**config.mk**
```make
export PLATFORM = sky130hd
export DESIGN_NAME = pof_out_fmt
export DESIGN_NICKNAME = d
export VERILOG_FILES = /design/src/rtl/pof_pkg.sv /design/src/rtl/pof_coder.sv /design/src/rtl/pof_phase_fsm.sv /design/src/rtl/pof_out_fmt.sv
export SDC_FILE = /design/constraint.sdc
export NUM_CORES = 1
export LEC_CHECK = 0
export ABC_CLOCK_PERIOD_IN_PS = 2000
export BUFFER_PORTS_ARGS = -buffer_cell sky130_fd_sc_hd__buf_2
export CORE_ASPECT_RATIO = 0.75
export CORE_MARGIN = 3
export CORE_UTILIZATION = 53
export DETAILED_ROUTE_END_ITERATION = 8
export PLACE_DENSITY = 0.79
export SETUP_SLACK_MARGIN = 0.2
export SLEW_MARGIN = 20
export SYNTH_ARGS = -nofsm -noshare
export SYNTH_HDL_FRONTEND = slang
export SYNTH_SLANG_ARGS = --single-unit
```
**constraint.sdc**
```tcl
create_clock -name clk -period 2 [get_ports clk]
set_input_delay 0.5 -clock clk [delete_from_list [all_inputs] [get_ports clk]]
set_output_delay 0.5 -clock clk [all_outputs]
set_load 0.05 [all_outputs]
```
**src/rtl/pof_pkg.sv**
```systemverilog
package pof_pkg;
    typedef enum logic [1:0] {
        PH_IDLE   = 2'd0,
        PH_SETUP  = 2'd1,
        PH_PULSE  = 2'd2,
        PH_HOLD   = 2'd3
    } phase_t;

    typedef enum logic [1:0] {
        FMT_RAW       = 2'b00,
        FMT_ROUND     = 2'b01,
        FMT_CLIP_LOW  = 2'b10,
        FMT_CLIP_HIGH = 2'b11
    } fmt_t;
endpackage

```
**src/rtl/pof_coder.sv**
```systemverilog
module pof_coder #(
    parameter int ADC_W = 10
) (
    input  logic [ADC_W-1:0] adc,
    input  pof_pkg::fmt_t    fmt,
    output logic [ADC_W-1:0] word
);
    localparam int NW = ADC_W - 2;

    logic [NW:0]   rnd_sum;
    logic [NW-1:0] rnd_sat;
    logic [NW-1:0] clip_lo;
    logic [NW-1:0] clip_hi;

    always_comb begin
        rnd_sum = {1'b0, adc[ADC_W-1:2]} + {{NW{1'b0}}, adc[1]};
        rnd_sat = rnd_sum[NW] ? {NW{1'b1}} : rnd_sum[NW-1:0];
        clip_lo = (adc[ADC_W-1] | adc[ADC_W-2]) ? {NW{1'b1}} : adc[NW-1:0];
        clip_hi = adc[ADC_W-1] ? {NW{1'b1}} : adc[ADC_W-2:1];
    end

    always_comb begin
        unique case (fmt)
            pof_pkg::FMT_RAW:       word = adc;
            pof_pkg::FMT_ROUND:     word = {rnd_sat, 2'b00};
            pof_pkg::FMT_CLIP_LOW:  word = {clip_lo, 2'b00};
            pof_pkg::FMT_CLIP_HIGH: word = {clip_hi, 2'b00};
            default:                word = adc;
        endcase
    end
endmodule

```
**src/rtl/pof_phase_fsm.sv**
```systemverilog
module pof_phase_fsm #(
    parameter int SETUP_W = 2,
    parameter int WID_W   = 3,
    parameter int HOLD_W  = 2
) (
    input  logic               clk,
    input  logic               rst_n,
    input  logic               smp_valid,
    input  logic [SETUP_W-1:0] setup_cnt,
    input  logic [WID_W-1:0]   width_code,
    input  logic [HOLD_W-1:0]  hold_cnt,
    output logic               accept,
    output logic               busy,
    output logic               strobe_act
);
    import pof_pkg::*;

    localparam int CNT_A = (SETUP_W > WID_W) ? SETUP_W : WID_W;
    localparam int CNT_W = (CNT_A > HOLD_W) ? CNT_A : HOLD_W;

    phase_t             phase_q, phase_d;
    logic [CNT_W-1:0]   cnt_q, cnt_d;
    logic [WID_W-1:0]   width_q, width_d;
    logic [HOLD_W-1:0]  hold_q, hold_d;

    // state register
    always_ff @(posedge clk) begin
        if (!rst_n) begin
            phase_q <= PH_IDLE;
            cnt_q   <= '0;
            width_q <= '0;
            hold_q  <= '0;
        end else begin
            phase_q <= phase_d;
            cnt_q   <= cnt_d;
            width_q <= width_d;
            hold_q  <= hold_d;
        end
    end

    // next-state logic
    always_comb begin
        phase_d = phase_q;
        cnt_d   = cnt_q;
        width_d = width_q;
        hold_d  = hold_q;
        unique case (phase_q)
            PH_IDLE: begin
                if (smp_valid) begin
                    width_d = width_code;
                    hold_d  = hold_cnt;
                    if (setup_cnt != '0) begin
                        phase_d = PH_SETUP;
                        cnt_d   = CNT_W'(setup_cnt) - CNT_W'(1);
                    end else begin
                        phase_d = PH_PULSE;
                        cnt_d   = CNT_W'(width_code);
                    end
                end
            end
            PH_SETUP: begin
                if (cnt_q == '0) begin
                    phase_d = PH_PULSE;
                    cnt_d   = CNT_W'(width_q);
                end else begin
                    cnt_d = cnt_q - CNT_W'(1);
                end
            end
            PH_PULSE: begin
                if (cnt_q == '0) begin
                    if (hold_q != '0) begin
                        phase_d = PH_HOLD;
                        cnt_d   = CNT_W'(hold_q) - CNT_W'(1);
                    end else begin
                        phase_d = PH_IDLE;
                    end
                end else begin
                    cnt_d = cnt_q - CNT_W'(1);
                end
            end
            PH_HOLD: begin
                if (cnt_q == '0) begin
                    phase_d = PH_IDLE;
                end else begin
                    cnt_d = cnt_q - CNT_W'(1);
                end
            end
            default: phase_d = PH_IDLE;
        endcase
    end

    // outputs
    always_comb begin
        accept     = (phase_q == PH_IDLE) && smp_valid;
        busy       = (phase_q != PH_IDLE);
        strobe_act = (phase_q == PH_PULSE);
    end
endmodule

```
**src/rtl/pof_out_fmt.sv**
```systemverilog
module pof_out_fmt #(
    parameter int ADC_W   = 10,
    parameter int SETUP_W = 2,
    parameter int WID_W   = 3,
    parameter int HOLD_W  = 2
) (
    input  logic               clk,
    input  logic               rst_n,
    input  logic [ADC_W-1:0]   smp_data,
    input  logic               smp_valid,
    input  logic [1:0]         smp_fmt,
    input  logic [SETUP_W-1:0] setup_cnt,
    input  logic [WID_W-1:0]   width_code,
    input  logic [HOLD_W-1:0]  hold_cnt,
    input  logic               strobe_inv,
    output logic               busy,
    output logic [ADC_W-1:0]   out_data,
    output logic               out_strobe
);
    logic             accept;
    logic             strobe_act;
    logic [ADC_W-1:0] coded;
    logic [ADC_W-1:0] data_q;

    pof_coder #(.ADC_W(ADC_W)) i_coder (
        .adc  (smp_data),
        .fmt  (pof_pkg::fmt_t'(smp_fmt)),
        .word (coded)
    );

    pof_phase_fsm #(
        .SETUP_W (SETUP_W),
        .WID_W   (WID_W),
        .HOLD_W  (HOLD_W)
    ) i_fsm (
        .clk        (clk),
        .rst_n      (rst_n),
        .smp_valid  (smp_valid),
        .setup_cnt  (setup_cnt),
        .width_code (width_code),
        .hold_cnt   (hold_cnt),
        .accept     (accept),
        .busy       (busy),
        .strobe_act (strobe_act)
    );

    always_ff @(posedge clk) begin
        if (!rst_n)      data_q <= '0;
        else if (accept) data_q <= coded;
    end

    assign out_data   = data_q;
    assign out_strobe = strobe_act ^ strobe_inv;
endmodule

```
=== Word-level counts from Yosys, hierarchy flattened ===
Cells that the tools add are included.

* Add/sub/neg operators: 4
* Equality and inequality tests: 12
* Mux-type cells: 18
* Bitwise logic cells: 2
* Reduce and logical (&&, ||, !) cells: 10

{| class="wikitable"
|+ Operators with widths
! kind !! number
|-
| $pmux W10 S4 || 1
|-
| $mux W8 || 3
|-
| $mux W3 || 6
|-
| $mux W2 || 6
|-
| $pmux W3 S4 || 1
|-
| $add A8 B1 Y9 || 1
|-
| $eq A2 B2 Y1 const B || 4
|-
| $pmux W2 S4 || 1
|-
| $ne A2 B1 Y1 const B || 3
|-
| $reduce_bool A2 Y1 || 3
|-
| $sub A2 B1 Y3 const B || 2
|-
| $eq A2 B1 Y1 const B || 2
|-
| $logic_not A2 Y1 || 2
|-
| $ne A2 B2 Y1 const B || 2
|-
| $reduce_and A4 Y1 || 1
|-
| $logic_not A3 Y1 || 1
|-
| $ne A3 B3 Y1 const B || 1
|-
| $reduce_and A3 Y1 || 1
|-
| $sub A3 B1 Y3 const B || 1
|-
| $reduce_and A2 Y1 || 1
|-
| $logic_and A1 B1 Y1 || 1
|-
| $or A1 B1 Y1 || 1
|-
| $xor A1 B1 Y1 || 1
|}

* Flip-flop bits (word level): 20
* Output and inout bits: 12

=== Logic depth before layout (Yosys ltp) ===
Gate-level depths: netlist (run 1).

* Word-level depth: 4
* Depth in mapped cells: 6
* Depth with buffers taken out: 6

=== Modules after synthesis ===
Synthesis (run 1) repeated with hierarchy kept, for this count alone.

* Cell total of the unflattened synthesis: 191
* Area total of the unflattened synthesis: 1545.2 um2

{| class="wikitable"
|+ Modules (own cells, without submodules)
! module !! times used !! cells an instance !! area each (um2)
|-
| pof_phase_fsm || 1 || 83 || 684.4
|-
| pof_coder || 1 || 76 || 478.0
|-
| pof_out_fmt || 1 || 32 || 382.9
|}

=== Worst setup path before layout (run 1) ===
No wires, ideal clock.

* Path type: reg2out
* Start: register i_fsm.phase_q[0]
* End: output port out_strobe
* Arrival time: 1.416 ns
* Required time: 1.500 ns
* Path slack: 0.084 ns
* Stages on the path, launching flop included: 4
* Cell sequence: dfxtp_1 > buf_2 > nand2b_1 > xnor2_1

* Word-level cells in the longest chain between the ends: 2

{| class="wikitable"
|+ Ends and longest elaborated chain
! element !! RTL line !! source
|-
| start, declared || pof_phase_fsm.sv:21 || <nowiki>phase_t phase_q, phase_d;</nowiki>
|-
| start signal, assigned || pof_phase_fsm.sv:34 || <nowiki>phase_q <= phase_d;</nowiki>
|-
| $eq A2 B2 Y1 || pof_phase_fsm.sv:96 || <nowiki>strobe_act = (phase_q == PH_PULSE);</nowiki>
|-
| $xor A1 B1 Y1 || pof_out_fmt.sv:53 || <nowiki>assign out_strobe = strobe_act ^ strobe_inv;</nowiki>
|-
| end, declared || pof_out_fmt.sv:18 || <nowiki>output logic out_strobe</nowiki>
|}

No other way between the ends.

=== Worst setup path in the final report (run 1) ===
Ends and elaborated chain as after synthesis.

==> results.py, run 1 <==
metrics = {
    "run_status": {
        "status": "finished, final reports clean",
    },
    "global_routing": {
        "grt_max_degree": 22,
        "global_route.overflow_total": 0,
        "gr-usage-all-layers_pct": 23.65,
        "grt_pass1_vias": 1323,
        "antenna_found_initial": 0,
        "grt_first_pass_wirelength_mm": 6.279,
    },
    "hold_path": {
        "min_path_cells": 3,
        "hold_path_end": "i_fsm.hold_q[0]$_SDFFE_PN0P_",
        "hp-start": "hold_cnt[0]",
        "holdCritPathClass": "in2reg",
    },
    "layout": {
        "area_growth_syn_to_layout_pct": 14.09,
        "diodes": 0,
        "layout-drive-gt1-share_pct": 25.35,
        "fin_area_mm2": 0.001642,
        "final_common_cell": "buf_2",
        "fin_nets": 242,
        "nFillCells": 223,
        "ff_latch_area_um2": 407.9,
        "most-common-layout-cells": "32 x buf_2, 24 x nand2_1, 18 x dfxtp_1",
        "multi_input_area_um2": 912.1,
    },
    "clocking": {
        "cts_root_buffer": "clkbuf_4",
        "ctsHtreeMaxLevel": 1,
        "cts_setup_buffers": 0,
        "ctsHoldBuffers": 0,
        "cts_tree": "yes",
        "cts_made_buffers": 3,
        "cts.sinks": 20,
        "clk_pin_slew_ns": 0.13,
        "cts.path.max_buffers": 2,
        "clock_latency_ns": 0.33,
    },
    "place": {
        "portBuffers": 34,
        "place_congestion": 0.9531,
        "dp_hpwl_mm": 2.791,
        "placed_cell_area_mm2": 0.001587,
    },
    "sta": {
        "worst_hold_slack_ns": 0.4180,
        "fmax_mhz": 573.8,
        "period_minus_slack_ns": 1.743,
        "finalCritPeriodShare_pct": 87.13,
        "rsz0062_at_grt": "true",
        "finalSetupViolCount": 0,
        "hold_viol_final": 0,
        "fin_skew_ns": 0.01180,
        "worstMarginPinSlew_ns": 0.4482,
        "relSlewSlack_pct": 70.07,
        "totalNegativeSetupSlack_ns": 0,
        "drv_slew": 0,
    },
    "synthesis": {
        "synth_top_area_share_pct": 27.83,
        "synth_xor_area_share_pct": 2.435,
        "ys_seq_area_share_pct": 27.83,
        "async_flop_share_pct": 0,
        "synthSimpleGateAreaFrac_pct": 26.26,
        "ys_ff_latch": 20,
        "muxShareOfSynthArea_pct": 0.6957,
        "syn_inst": 185,
        "synth.net_count": 213,
        "yosysTopAreaCell": "dfxtp_1",
        "synth_compound_gate_area_share_pct": 28.96,
        "synth.distinct_cells": 52,
        "synth_edf_count": 0,
        "yosysWarnings": 0,
        "yosys.area_share.adder_pct": 4.348,
        "ys.flop_type": "dfxtp_1",
        "netlist_top_cells_area": "dfxtp_1 28%, nand2_1 6.3%, ha_1 4.3%, a21boi_0 4.2%, o21ai_0 3.8%",
        "synth_top_family_by_area": "compound AO/OA/AOI/OAI gates",
        "syn_area_mm2": 0.001439,
        "avgSynthCellArea_um2": 7.778,
    },
    "detailed_routing": {
        "drtIter0Drc": 138,
        "drc": 0,
        "wl_per_cell_um": 15.55,
        "finalWirelength_mm": 3.841,
        "via_count": 1529,
        "postRouteAntennaNets": 0,
        "detail_route.first_pass.iterations": 5,
        "vias_per_cell": 6.190,
    },
    "run": {
        "maxCapViolCount": 0,
    },
    "critical_path": {
        "rrSetupSlack_ns": 0.32,
        "regToRegStartpoint": "i_fsm.cnt_q[0]$_SDFFE_PN0P_",
        "cp_slowest_cell": "dfxtp_4",
        "crit_type": "reg2out",
        "crit_fanout": 12,
        "crit_required_ns": 1.50,
        "worstPathArrival_ns": 1.24,
        "max_stage_delay_ns": 0.40,
        "path_cells": "nand2b_1, xnor2_2, buf_4",
        "ff2ff_path_depth": 6,
        "setup.worst_path.start_class": "flip-flop",
        "end_kind": "output port",
        "r2r_end": "i_fsm.cnt_q[1]$_SDFFE_PN0P_",
    },
    "die": {
        "die-area_mm2": 0.003383,
        "std_cell_rows": 15,
        "die_x_um": 66.17,
        "io_pins": 35,
        "initial_core_util_pct": 58.97,
        "dieHeight_um": 51.13,
        "core_mm2": 0.002440,
    },
    "pwr": {
        "powerDensity_mw_per_mm2": 1224,
        "leakagePower_nw": 0.6929,
        "peakVddDrop_mv": 0.7141,
    },
}
## worst max path at each step
stage | slack, ns | endpoint | startpoint | cells after the start
after detailed placement | 0.05 | out_data[3]$_SDFFE_PN0P_ | smp_data[2] | 7
after CTS | 0.22 | busy | i_fsm.phase_q[1]$_SDFFE_PN0P_ | 2
after floorplan | 0.26 | out_data[5]$_SDFFE_PN0P_ | smp_data[1] | 6
after global routing | 0.19 | out_strobe | i_fsm.phase_q[0]$_SDFFE_PN0P_ | 3
final | 0.26 | out_strobe | i_fsm.phase_q[0]$_SDFFE_PN0P_ | 3
after global placement | 0.13 | out_data[5]$_SDFFE_PN0P_ | smp_data[1] | 7
## per-layer routing
layer	part of all wire (%)	vias to the layer above	global-route usage, %
li1	-	735	-
met1	46	699	34.94
met2	42	84	31.47
met3	9.7	11	7.473
met4	1.9	0	8.446
met5	0	-	0
## cell type report
class                           instances  area share (%)
Multi-Input combinational cell        142           55.56
Sequential cell                        20           24.85
Timing Repair Buffer                   38           12.73
Tap cell                               34           2.591
Clock buffer                            4           2.210
Inverter                                9           2.058
## synthesized netlist by cell type (2+ instances only)
cell type / count
nor4_1: 2
dfxtp_1: 20
or2_2: 3
nand2_1: 24
nand2b_1: 3
a21oi_1: 9
nand3_1: 10
o221a_2: 3
nor2_1: 12
nor2b_1: 5
buf_6: 3
a21boi_0: 8
nor3_1: 5
a21boi_1: 2
inv_1: 8
clkbuf_1: 3
a222oi_1: 2
buf_2: 4
xnor2_1: 3
or4b_1: 2
o21ai_0: 11
ha_1: 5
nor3b_1: 2
o31ai_1: 7
o221ai_1: 2
## what timing repair did
item,in CTS,in global routing
gates resized for setup,6,2
pin swaps,0,0
endpoints found under the setup margin,2,2
## report_power, final
group / total, mW / switching, mW / internal, mW
Combinational: 1.12 / 0.716 / 0.408
Clock: 0.253 / 0.141 / 0.112
Sequential: 0.631 / 0.110 / 0.521
Total: 2.01 / 0.968 / 1.04
## cells by family after synthesis
kind of cell	Yosys count
simple gates	75
compound gates	57
buf+inv	23
flops	20
fa+ha+maj	5
xor+xnor	4
mux	1
## critical path: cells and delay by family, from the launching register on
family	cells	cell delay (ns)
simple gates	1	0.18
buf+inv	1	0.21
xor+xnor	1	0.12
flops	1	0.40
## flip-flops by register name, summed over array words and instances (netlist names)
signal         flops
i_fsm.cnt_q        3
i_fsm.width_q      3
out_data          10
i_fsm.phase_q      2
i_fsm.hold_q       2
## stage by stage
step / worst slack (ns) / std cells / utilization, % / total power [mW]
6_report: 0.2574 / 247 / 67.28 / 2.009
4_1_cts: 0.2189 / 247 / 67.08 / 1.975
5_1_grt: 0.1934 / 247 / 67.28 / 2.139
3_5_place_dp: 0.04727 / 243 / 65.03 / 1.690
2_1_floorplan: 0.2585 / 185 / - / 1.468
3_3_place_gp: 0.1297 / 243 / 65.03 / 1.658
Note: power is estimated with default switching activity, not from simulation.
==> run 2, diff against run 1 <==
- CORE_UTILIZATION: 53 -> 45
- PLACE_DENSITY: 0.79 -> 0.69
==> results.py, run 2 (synthesis results as in run 1) <==
metrics = {
    "clocking": {
        "cts.path.max_buffers": 2,
        "ctsHtreeMaxLevel": 1,
        "ctsHoldBuffers": 0,
        "cts.sinks": 20,
        "clk_pin_slew_ns": 0.08,
        "cts_root_buffer": "clkbuf_8",
        "cts_tree": "yes",
        "cts_made_buffers": 3,
        "clock_latency_ns": 0.26,
    },
    "critical_path": {
        "cp_slowest_cell": "dfxtp_2",
        "crit_fanout": 12,
        "crit_type": "reg2out",
        "crit_required_ns": 1.50,
        "max_stage_delay_ns": 0.39,
        "setup.worst_path.start_class": "flip-flop",
        "worstPathArrival_ns": 1.25,
        "path_cells": "or2_2, buf_4",
        "end_kind": "output port",
    },
    "sta": {
        "relSlewSlack_pct": 71.54,
        "finalSetupViolCount": 0,
        "drv_slew": 0,
        "totalNegativeSetupSlack_ns": 0,
        "worstMarginPinSlew_ns": 0.4260,
        "period_minus_slack_ns": 1.750,
        "hold_viol_final": 0,
        "rsz0062_at_grt": "false",
        "fin_skew_ns": 0.003342,
        "worst_hold_slack_ns": 0.4708,
        "fmax_mhz": 571.3,
        "finalCritPeriodShare_pct": 87.52,
    },
    "pwr": {
        "peakVddDrop_mv": 0.7109,
        "finalPower_mw": 2.161,
        "powerDensity_mw_per_mm2": 1280,
        "leakagePower_nw": 0.7151,
    },
    "layout": {
        "final_common_cell": "buf_2",
        "most-common-layout-cells": "32 x buf_2, 24 x nand2_1, 18 x dfxtp_1",
        "area_growth_syn_to_layout_pct": 17.30,
        "diodes": 0,
        "fin_nets": 242,
        "stdcell_count": 251,
        "largest_reg_flops": 10,
        "layout-drive-gt1-share_pct": 25.82,
    },
    "hold_path": {
        "holdCritPathClass": "reg2reg",
    },
    "die": {
        "die-area_mm2": 0.003919,
        "initial_core_util_pct": 47.98,
        "die_x_um": 71.30,
        "io_pins": 35,
        "core_mm2": 0.002999,
        "dieHeight_um": 54.97,
        "std_cell_rows": 17,
    },
    "detailed_routing": {
        "detail_route.first_pass.iterations": 5,
        "vias_per_cell": 5.924,
        "drc": 0,
        "wl_per_cell_um": 15.14,
        "via_count": 1487,
        "finalWirelength_mm": 3.800,
        "postRouteAntennaNets": 0,
        "drtIter0Drc": 151,
    },
    "global_routing": {
        "antenna_found_initial": 0,
        "grt_pass1_vias": 1215,
        "gr-usage-all-layers_pct": 18.66,
        "global_route.overflow_total": 0,
        "grt_first_pass_wirelength_mm": 5.740,
        "grt_max_degree": 22,
    },
    "run": {
        "maxCapViolCount": 0,
    },
    "run_status": {
        "status": "finished, final reports clean",
    },
    "place": {
        "dp_hpwl_mm": 2.835,
        "place_congestion": 0.9059,
        "portBuffers": 34,
        "dp_cells": 247,
    },
}
==> run 2: changes by cell type in the layout (fill, tap and decap cells not counted), sizes merged <==
| cell | delta |
|---|---|
| bufinv | +1 |
| buf | -1 |
==> run 2: report_power, final <==
group	total, mW	internal [mW]	leakage [nW]	switching [mW]
Sequential	0.627	0.513	0.165	0.114
Clock	0.412	0.267	0.0357	0.145
Combinational	1.12	0.399	0.514	0.722
==> run 2: layout make-up <==
| type | instances | area [µm²] |
|---|---|---|
| timing repair buffer | 38 | 205.2 |
| sequential | 20 | 402.9 |
| tap | 38 | 47.55 |
| clock buffer | 3 | 41.29 |
| multi-input combinational | 142 | 927.1 |
| inverter | 9 | 33.78 |
| fill | 283 | 1311 |
| clock inverter | 1 | 30.03 |
==> run 2: routing by layer <==
layer  GRT usage (%)  wire length [µm]  vias to the layer above
met5               0                 0                        -
met4           1.875                11                        0
met3           4.874               257                        3
met2           30.95              1698                       58
met1           25.52              1832                      696
li1                -                 -                      730
==> run 2: final timing paths <==
kind | slack, ns | to | cells after the start | from
min | 0.47 | out_data[4]$_SDFFE_PN0P_ | 2 | out_data[4]$_SDFFE_PN0P_
max reg2reg | 0.28 | i_fsm.cnt_q[0]$_SDFFE_PN0P_ | 6 | i_fsm.cnt_q[0]$_SDFFE_PN0P_
min reg2reg | 0.47 | out_data[4]$_SDFFE_PN0P_ | 2 | out_data[4]$_SDFFE_PN0P_
max | 0.25 | busy | 2 | i_fsm.phase_q[1]$_SDFFE_PN0P_
==> run 2: critical path, delay by kind of cell, from the launching register on <==
family / cells / cell delay (ns)
buf+inv: 1 / 0.21
flops: 1 / 0.39
simple gates: 1 / 0.38
==> run 2: stage by stage <==
stage	cell area [µm²]	worst slack, ns	util (%)
CTS	1665	0.2398	55.53
floorplan	1446	0.2585	-
global route	1688	0.2085	56.28
detailed placement	1592	0.06907	53.07
global placement	1592	0.1426	53.07
finish	1688	0.2495	56.28
==> run 2: what timing repair did <==
item,in CTS,in global routing
setup buffers,0,0
hold endpoints to repair,0,0
resized for setup,2,5
pin swaps,0,1
endpoints found under the setup margin,2,7
==> run 3, diff against run 2 <==
==> constraint.sdc (replaced) <==
create_clock -name clk -period 2 [get_ports clk]
set_input_delay 0.3 -clock clk [delete_from_list [all_inputs] [get_ports clk]]
set_output_delay 0.3 -clock clk [all_outputs]
set_load 0.01 [all_outputs]
==> results.py, run 3 (synthesis results as in run 1) <==
metrics = {
    "clocking": {
        "cts_setup_buffers": 0,
        "cts.sinks": 20,
        "ctsHtreeMaxLevel": 1,
        "clock_latency_ns": 0.26,
        "cts_root_buffer": "clkbuf_8",
        "cts_tree": "yes",
        "cts_made_buffers": 3,
        "clk_pin_slew_ns": 0.07,
        "cts.path.max_buffers": 2,
    },
    "layout": {
        "multi_input_area_um2": 912.1,
        "final_common_cell": "buf_2",
        "diodes": 0,
        "largest_reg_flops": 10,
        "utilization_pct": 54.74,
        "fin_nets": 241,
        "nFillCells": 276,
        "layout-drive-gt1-share_pct": 23.58,
        "area_growth_syn_to_layout_pct": 14.09,
        "most-common-layout-cells": "34 x buf_2, 24 x nand2_1, 20 x dfxtp_1",
        "ff_latch_area_um2": 400.4,
    },
    "pwr": {
        "swShare_pct": 40.72,
        "leakagePower_nw": 0.6927,
        "powerDensity_mw_per_mm2": 1089,
        "seq_power_share_pct": 34.5,
        "power_switching_uw": 728.1,
        "peakVddDrop_mv": 0.5616,
        "internal_power_mw": 1.060,
        "p_comb_share_pct": 48.4,
        "clkPwrFrac_pct": 17.1,
    },
    "run_status": {
        "status": "finished, final reports clean",
    },
    "place": {
        "portBuffers": 34,
        "pre_cts_slack_ns": 0.07402,
        "dp_hpwl_mm": 2.793,
        "place_congestion": 0.9082,
    },
    "die": {
        "initial_core_util_pct": 47.98,
        "io_pins": 35,
        "dieHeight_um": 54.97,
        "std_cell_rows": 17,
        "die-area_mm2": 0.003919,
        "die_x_um": 71.30,
        "core_mm2": 0.002999,
    },
    "sta": {
        "finalWorstSetupSlack_ns": 0.3334,
        "worstMarginPinSlew_ns": 0.4267,
        "relSlewSlack_pct": 71.29,
        "fmax_mhz": 600.0,
        "fin_skew_ns": 0.002058,
        "worst_hold_slack_ns": 0.2851,
        "period_minus_slack_ns": 1.667,
        "totalNegativeSetupSlack_ns": 0,
        "finalSetupViolCount": 0,
        "hold_viol_final": 0,
        "drv_slew": 0,
        "rsz0062_at_grt": "false",
        "finalCritPeriodShare_pct": 83.33,
    },
    "global_routing": {
        "grt_first_pass_wirelength_mm": 5.713,
        "global_route.overflow_total": 0,
        "antenna_found_initial": 0,
        "grt_pass1_vias": 1195,
        "gr-usage-all-layers_pct": 18.52,
        "grt_max_degree": 22,
    },
    "critical_path": {
        "max_stage_delay_ns": 0.44,
        "crit_type": "reg2reg",
        "setup.worst_path.start_class": "flip-flop",
        "critPathTopFamily": "compound AO/OA/AOI/OAI gates",
        "path_cells": "inv_1, ha_1, nand2b_1, o32a_1, a21boi_1, o211a_1",
        "critPathBufInv": 1,
        "worstPathArrival_ns": 1.82,
        "crit_required_ns": 2.15,
        "crit_fanout": 6,
        "end_kind": "flip-flop",
        "cp_slowest_cell": "o32a_1",
    },
    "detailed_routing": {
        "postRouteAntennaNets": 0,
        "wl_met2_mm": 1.541,
        "met1_length_mm": 1.726,
        "vias_per_cell": 5.832,
        "met3WireLength_um": 290,
        "drc": 0,
        "drtIter0Drc": 142,
        "detail_route.first_pass.iterations": 4,
        "via_count": 1458,
        "highest_layer": "met3",
        "finalWirelength_mm": 3.558,
        "wl_per_cell_um": 14.23,
    },
    "run": {
        "maxCapViolCount": 0,
    },
    "hold_path": {
        "holdCritPathClass": "in2reg",
    },
}
[run 3: changes by cell type in the layout (fill, tap and decap cells not counted), moves of 2 or more]
cell	delta
buf_4	-2
dfxtp_1	+2
buf_2	+2
dfxtp_2	-2
[run 3: layer usage]
layer | up-vias | GRT usage, %
li1 | 728 | -
met4 | 0 | 2.188
met1 | 683 | 27.53
met2 | 47 | 26.83
met5 | - | 0
met3 | 0 | 5.596
[run 3: repair_timing]
action | in CTS | in global routing
hold buffers | 0 | 0
setup endpoints to repair | 0 | 3
resized for setup | 0 | 1
[run 3: tightest hold or removal path, delay by kind of cell]
kind | cells | cell delay [ns]
buf+inv | 1 | 0.10
compound gates | 1 | 0.06
simple gates | 1 | 0.04
[run 3: area by class of cell]
| cell class | instances | area share [%] |
|---|---|---|
| well taps | 38 | 2.896 |
| inverters | 9 | 2.058 |
| clock buffers | 4 | 3.354 |
| multi-input cells | 142 | 55.56 |
| flip-flops and latches | 20 | 24.39 |
| repair buffers | 37 | 11.74 |
[run 3: power groups by stage]
stage               clock, mW  combinational [mW]  sequential (mW)
finish                  0.305               0.866            0.617
global route            0.336               0.956            0.636
CTS                     0.317               0.864            0.616
detailed placement          0               0.861            0.624
global placement            0               0.823            0.619
floorplan                   0               0.653            0.587
[run 3: final timing paths]
kind                                                  start                      endpoint  slack (ns)  cells past startpoint
worst max register to register  i_fsm.cnt_q[0]$_SDFFE_PN0P_   i_fsm.cnt_q[2]$_SDFFE_PN0P_        0.33                      6
worst min-delay path                            hold_cnt[0]  i_fsm.hold_q[0]$_SDFFE_PN0P_        0.29                      3
worst max-delay path            i_fsm.cnt_q[0]$_SDFFE_PN0P_   i_fsm.cnt_q[2]$_SDFFE_PN0P_        0.33                      6
worst min register to register     out_data[4]$_SDFFE_PN0P_      out_data[4]$_SDFFE_PN0P_        0.46                      2
[run 3: stage by stage]
step | cell area (µm²) | cells | power [mW]
after detailed placement | 1577 | 246 | 1.486
after floorplan | 1439 | 185 | 1.240
final | 1642 | 250 | 1.788
after global routing | 1642 | 250 | 1.929
after global placement | 1577 | 246 | 1.442
after CTS | 1632 | 250 | 1.797
